File: config.mk
export PLATFORM = sky130hd
export DESIGN_NAME = strobe_in_port
export DESIGN_NICKNAME = d
export VERILOG_FILES = /design/src/rtl/sip_pkg.sv /design/src/rtl/sip_sync.sv /design/src/rtl/sip_channel.sv /design/src/rtl/sip_host.sv /design/src/rtl/strobe_in_port.sv
export SDC_FILE = /design/constraint.sdc
export NUM_CORES = 1
export LEC_CHECK = 0
export CORE_ASPECT_RATIO = 0.6
export CORE_UTILIZATION = 41
export DETAILED_ROUTE_END_ITERATION = 8
export PLACE_DENSITY = 0.8
export SKIP_CTS_REPAIR_TIMING = 1
export SYNTH_ARGS = -nofsm -noshare
export SYNTH_HDL_FRONTEND = slang
export SYNTH_SLANG_ARGS = --single-unit
File: constraint.sdc
create_clock -name clk -period 1.5 [get_ports clk]
set_clock_uncertainty 0.2 [all_clocks]
set_input_delay 0.225 -clock clk [delete_from_list [all_inputs] [get_ports clk]]
set_output_delay 0.225 -clock clk [all_outputs]
set_load 0.1 [all_outputs]
File: src/rtl/sip_pkg.sv
package sip_pkg;
  localparam int NUM_CH   = 2;
  localparam int IDX_W    = 3;
  localparam int IDX_EN_A = 4;
  localparam int IDX_EN_B = 2;
  localparam int IDX_GP0  = 6;
  localparam int IDX_GP1  = 7;

  // A command word is a bit set/reset only when its top bit is zero
  function automatic logic is_bit_cmd(input logic [7:0] w);
    return ~w[7];
  endfunction

  function automatic logic [IDX_W-1:0] cmd_index(input logic [7:0] w);
    return w[3:1];
  endfunction

  function automatic logic cmd_value(input logic [7:0] w);
    return w[0];
  endfunction

  // Control index that owns the enable bit of a channel
  function automatic logic [IDX_W-1:0] enable_index(input int ch);
    return (ch == 0) ? IDX_W'(IDX_EN_A) : IDX_W'(IDX_EN_B);
  endfunction
endpackage

File: src/rtl/sip_sync.sv
module sip_sync #(
  parameter int STAGES = 2
) (
  input  logic clk,
  input  logic rst_n,
  input  logic din,
  output logic fall,
  output logic rise
);
  logic [STAGES-1:0] chain;
  logic              prev;

  always_ff @(posedge clk or negedge rst_n) begin
    if (!rst_n) begin
      chain <= '1;
      prev  <= 1'b1;
    end else begin
      chain <= {chain[STAGES-2:0], din};
      prev  <= chain[STAGES-1];
    end
  end

  assign fall = prev & ~chain[STAGES-1];
  assign rise = ~prev & chain[STAGES-1];

  p_edges_exclusive_r2: assert property (@(posedge clk) disable iff (!rst_n)
    !(fall && rise));
endmodule

File: src/rtl/sip_channel.sv
module sip_channel #(
  parameter int DATA_W = 8
) (
  input  logic              clk,
  input  logic              rst_n,
  input  logic [DATA_W-1:0] data_in,
  input  logic              stb_fall,
  input  logic              stb_rise,
  input  logic              inte,
  input  logic              rd_active,
  input  logic              rd_start,
  input  logic              rd_end,
  output logic [DATA_W-1:0] latch_q,
  output logic              full_q,
  output logic              irq_q
);
  logic capture;
  logic irq_set;
  logic irq_clr;

  assign capture = stb_fall & ~full_q;
  assign irq_set = stb_rise & full_q & inte & ~rd_active;
  assign irq_clr = rd_start | rd_end | ~inte;

  always_ff @(posedge clk or negedge rst_n) begin
    if (!rst_n) begin
      latch_q <= '0;
      full_q  <= 1'b0;
      irq_q   <= 1'b0;
    end else begin
      if (capture) latch_q <= data_in;
      if (rd_end) full_q <= 1'b0;
      else if (capture) full_q <= 1'b1;
      if (irq_clr) irq_q <= 1'b0;
      else if (irq_set) irq_q <= 1'b1;
    end
  end

  p_full_on_fall_r2: assert property (@(posedge clk) disable iff (!rst_n)
    (stb_fall && !full_q && !rd_end) |=> full_q);
  p_hold_when_full_r3: assert property (@(posedge clk) disable iff (!rst_n)
    full_q |=> $stable(latch_q));
  p_irq_needs_enable_r4: assert property (@(posedge clk) disable iff (!rst_n)
    $rose(irq_q) |-> ($past(stb_rise) && $past(inte)));
  p_irq_implies_full_r4: assert property (@(posedge clk) disable iff (!rst_n)
    irq_q |-> full_q);
  p_irq_drops_on_read_r8: assert property (@(posedge clk) disable iff (!rst_n)
    rd_start |=> !irq_q);
  p_irq_drops_on_disable_r9: assert property (@(posedge clk) disable iff (!rst_n)
    !inte |=> !irq_q);
endmodule

File: src/rtl/sip_host.sv
module sip_host
  import sip_pkg::*;
#(
  parameter int DATA_W = 8
) (
  input  logic              clk,
  input  logic              rst_n,
  input  logic              cs_n,
  input  logic              rd_n,
  input  logic              chan_sel,
  input  logic              wr_en,
  input  logic [7:0]        wr_data,
  input  logic [DATA_W-1:0] latch_bus [NUM_CH],
  output logic [NUM_CH-1:0] inte,
  output logic [1:0]        gp,
  output logic [NUM_CH-1:0] rd_active,
  output logic [NUM_CH-1:0] rd_start,
  output logic [NUM_CH-1:0] rd_end,
  output logic [DATA_W-1:0] rd_data
);
  logic [NUM_CH-1:0] rd_prev;
  logic              cmd_ok;
  logic [IDX_W-1:0]  idx;

  assign cmd_ok = wr_en & ~cs_n & is_bit_cmd(wr_data);
  assign idx    = cmd_index(wr_data);

  for (genvar c = 0; c < NUM_CH; c++) begin : g_ch
    assign rd_active[c] = ~cs_n & ~rd_n & (chan_sel == c[0]);
    assign rd_start[c]  = rd_active[c] & ~rd_prev[c];
    assign rd_end[c]    = ~rd_active[c] & rd_prev[c];

    always_ff @(posedge clk or negedge rst_n) begin
      if (!rst_n) begin
        rd_prev[c] <= 1'b0;
        inte[c]    <= 1'b0;
      end else begin
        rd_prev[c] <= rd_active[c];
        if (cmd_ok && idx == enable_index(c)) inte[c] <= cmd_value(wr_data);
      end
    end
  end

  always_ff @(posedge clk or negedge rst_n) begin
    if (!rst_n) begin
      gp      <= '0;
      rd_data <= '0;
    end else begin
      if (cmd_ok && idx == IDX_W'(IDX_GP0)) gp[0] <= cmd_value(wr_data);
      if (cmd_ok && idx == IDX_W'(IDX_GP1)) gp[1] <= cmd_value(wr_data);
      rd_data <= (~cs_n & ~rd_n) ? latch_bus[chan_sel] : '0;
    end
  end

  p_enable_write_only_r5: assert property (@(posedge clk) disable iff (!rst_n)
    !(wr_en && !cs_n) |=> ($stable(inte) && $stable(gp)));
  p_mode_word_ignored_r7: assert property (@(posedge clk) disable iff (!rst_n)
    (wr_en && wr_data[7]) |=> ($stable(inte) && $stable(gp)));
  p_one_read_at_a_time_r8: assert property (@(posedge clk) disable iff (!rst_n)
    $onehot0(rd_active));
endmodule

File: src/rtl/strobe_in_port.sv
module strobe_in_port
  import sip_pkg::*;
#(
  parameter int DATA_W      = 8,
  parameter int SYNC_STAGES = 2
) (
  input  logic              clk,
  input  logic              rst_n,
  input  logic [DATA_W-1:0] a_data_in,
  input  logic              a_stb_n,
  input  logic [DATA_W-1:0] b_data_in,
  input  logic              b_stb_n,
  output logic              a_full,
  output logic              a_irq,
  output logic              b_full,
  output logic              b_irq,
  input  logic              cs_n,
  input  logic              rd_n,
  input  logic              chan_sel,
  input  logic              wr_en,
  input  logic [7:0]        wr_data,
  output logic [DATA_W-1:0] rd_data,
  output logic [1:0]        gp_out
);
  logic [DATA_W-1:0] data_arr  [NUM_CH];
  logic [DATA_W-1:0] latch_arr [NUM_CH];
  logic [NUM_CH-1:0] stb_arr, fall_w, rise_w, full_w, irq_w;
  logic [NUM_CH-1:0] inte_w, rd_act_w, rd_start_w, rd_end_w;

  assign data_arr[0] = a_data_in;
  assign data_arr[1] = b_data_in;
  assign stb_arr     = {b_stb_n, a_stb_n};

  for (genvar c = 0; c < NUM_CH; c++) begin : g_ch
    sip_sync #(.STAGES(SYNC_STAGES)) u_sync (
      .clk(clk), .rst_n(rst_n), .din(stb_arr[c]),
      .fall(fall_w[c]), .rise(rise_w[c])
    );
    sip_channel #(.DATA_W(DATA_W)) u_chan (
      .clk(clk), .rst_n(rst_n), .data_in(data_arr[c]),
      .stb_fall(fall_w[c]), .stb_rise(rise_w[c]), .inte(inte_w[c]),
      .rd_active(rd_act_w[c]), .rd_start(rd_start_w[c]), .rd_end(rd_end_w[c]),
      .latch_q(latch_arr[c]), .full_q(full_w[c]), .irq_q(irq_w[c])
    );
  end

  sip_host #(.DATA_W(DATA_W)) u_host (
    .clk(clk), .rst_n(rst_n), .cs_n(cs_n), .rd_n(rd_n), .chan_sel(chan_sel),
    .wr_en(wr_en), .wr_data(wr_data), .latch_bus(latch_arr),
    .inte(inte_w), .gp(gp_out), .rd_active(rd_act_w),
    .rd_start(rd_start_w), .rd_end(rd_end_w), .rd_data(rd_data)
  );

  assign a_full = full_w[0];
  assign a_irq  = irq_w[0];
  assign b_full = full_w[1];
  assign b_irq  = irq_w[1];

  p_channels_independent_r10: assert property (@(posedge clk) disable iff (!rst_n)
    (!fall_w[1] && !rd_end_w[1]) |=> $stable(latch_arr[1]));
endmodule

==> impl_metrics.toml <==
[run_status]
status = "finished, violations left"
violations = "setup timing"

[layout]
regMostFlops = "g_ch.u_chan.latch_q"
top_regs = "g_ch.u_chan.latch_q: 16 flops, u_host.rd_data: 8 flops, g_ch.u_sync.chain: 4 flops"
fin_area_um2 = 2440
layout_common_cells = "dfrtp_1, clkdlybuf4s50_1, buf_12, mux2_4, buf_4"
largest_register_ff_count = 16
fin_nets = 193
layout_commonest_cell = "dfrtp_1"
final_layout_size_suffix_gt1_frac = 0.438
antenna_cells = 0
nFillCells = 219
final_cells = 205
syn_to_final_growth_pct = 62.1

[setup_path]
startpoint_type = "flip-flop"
worstSetupPathType = "flip-flop to flip-flop"
r2r_slack_ns = -0.05
cp_cell_sequence = "nor3b_4 -> buf_12 -> mux2_4"
r2r_end = "g_ch[0].u_chan.latch_q[6]"
cp.arrival_ns = 1.53
reg2reg_from = "g_ch[0].u_sync.prev"
required_ns = 1.47
crit_fanout = 8
endpoint_kind = "flip-flop"
crit_path_max_incr_delay_ns = 0.54
ff2ff_path_depth = 3
cp_slowest_cell = "dfstp_2"

[floorplan]
design.core.area_um2 = 3380
start_util = 0.446
die_y_um = 49.0
die-area_um2 = 3930
die_w_um = 80.3
rows = 16
ioPinCount = 46

[power]
p_leak_nw = 1.13
p_per_area_nw_per_um2 = 1290
vdd_drop_max_mv = 0.916
power_mw = 3.14

[timing]
report.final.slew_viol_count = 0
fin_crit_sh = 1.04
fmax_ghz = 0.644
hold_viol = 0
relSlewSlack = 0.844
finalSetupViolCount = 17
period_needed_ns = 1.55
holdWs_ns = 0.140
worst_slack_ns = -0.0527
fin_setup_tns_ns = -0.447
worstMarginPinSlew_ns = 0.233
grt_setup_unrepaired = "true"

[grt]
grt.total_usage = 0.188
use_met1 = 0.243
use_met3 = 0.0729
grt.busiest_layer = "met2"
grt_pass1_vias = 1076
use_met2 = 0.291
grt_pass1_wl_mm = 5.22
grt_max_degree = 41
antenna_found_initial = 0
grt_overflow = 0

[cts]
worstSkewPairLatency_ns = 0.29
h-tree-depth = 2
cts.sinks = 40
cts_buffers = 5
clock_path_buffers = 2
tritoncts = "yes"
clk_pin_slew_ns = 0.07
clk_root_buffer_cell = "clkbuf_8"

[place]
placement.io_buffers = 42
placed_cells = 193
dpl-instance-area_um2 = 2240
hpwl_mm = 2.37
place_congestion = 0.708

[route]
post_drt_wl_per_cell_um = 16.1
wl_mm = 3.30
num_vias = 1012
antenna_left = 0
drt_first_pass_iters = 2
drc = 0
via_per_inst = 4.94
drtIter0Drc = 38

[worst_hold_path]
holdPathEnd = "g_ch[1].u_sync.chain[0]"
hold_depth = 1
min-delay-start = "b_stb_n"
hp-class = "primary input to flip-flop"

[synth]
synthTopCellsByArea = "dfrtp_1, mux2_2, dfstp_2, a22o_1, nor3b_4"
synth_area_um2 = 1510
synthDistinctLibCells = 18
synth_top_cell_by_area = "dfrtp_1"
synth.top_cell.area_share = 0.564
synth_nets = 131
synthCells = 97
synth_warnings = 0
ys_seq_elements = 40
avgSynthCellArea_um2 = 15.5
synth_seq_area_share = 0.669

[job]
cap_violations = 0
## metal layers
metal,vias to the layer above,routed length (µm),share of wire
met2,29,1530,0.46
met4,0,34,0.010
li1,468,-,-
met5,-,0,0
met1,509,1540,0.47
met3,6,199,0.060
## critical path, delay by kind of cell, from the launching register on
kind / cells / cell delay [ns]
muxes: 1 / 0.30
DFF: 1 / 0.54
buffers and inverters: 1 / 0.17
and+or+nand+nor: 1 / 0.22
## cell type report
| class | count | area, µm² | share of cell area |
|---|---|---|---|
| Clock buffer | 6 | 82.6 | 0.0338 |
| Clock inverter | 2 | 10.0 | 0.00410 |
| Inverter | 4 | 15.0 | 0.00614 |
| Multi-Input combinational cell | 51 | 546 | 0.223 |
| Sequential cell | 40 | 1020 | 0.416 |
| Tap cell | 45 | 56.3 | 0.0230 |
| Timing Repair Buffer | 57 | 718 | 0.294 |
## Yosys cell counts
cell type and number:
a21oi_1 2, dfrtp_1 34, buf_2 2, dfstp_2 6, ha_1 2, nand2_1 3, nor2_1 3, nor4b_1 1
mux2_2 20, nor3b_4 2, and4bb_2 1, o211a_1 2, nand3_1 1, nor3b_1 1, nand3b_1 2, inv_1 4
nor3_1 3, a22o_1 8
## per-stage QoR
step / worst slack (ns) / util
4_1_cts: -0.0745 / 0.690
5_1_grt: -0.107 / 0.722
3_3_place_gp: -0.244 / 0.663
6_report: -0.0527 / 0.722
2_1_floorplan: -0.191 / -
3_5_place_dp: -0.293 / 0.663
## worst max path at each step
stage	start	endpoint	depth (start not counted)
3_5_place_dp	wr_data[3]	u_host.inte[0]	4
3_3_place_gp	cs_n	u_host.gp[0]	4
6_report	g_ch[0].u_sync.prev	g_ch[0].u_chan.latch_q[6]	3
2_1_floorplan	g_ch[0].u_chan.full_q	g_ch[0].u_chan.latch_q[0]	2
5_1_grt	g_ch[0].u_sync.prev	g_ch[0].u_chan.latch_q[4]	3
4_1_cts	g_ch[0].u_sync.prev	g_ch[0].u_chan.latch_q[6]	3
## kinds of logic (layout without fill, tap and decap cells)
logic type | after synthesis | in the layout | synth area share
fa+ha+maj | 2 | 2 | 0.0166
buf+inv | 6 | 69 | 0.0166
flops | 40 | 40 | 0.669
compound gates | 12 | 12 | 0.0664
simple gates | 17 | 17 | 0.0822
mux | 20 | 20 | 0.149
## power by group
group / switching, mW / leakage, nW / internal (mW) / total (mW)
sequential: 0.140 / 0.488 / 1.29 / 1.43
combinational: 0.483 / 0.588 / 0.507 / 0.989
clock: 0.355 / 0.0510 / 0.367 / 0.721
total: 0.977 / 1.13 / 2.16 / 3.14
(Power assumes the default switching activity.)
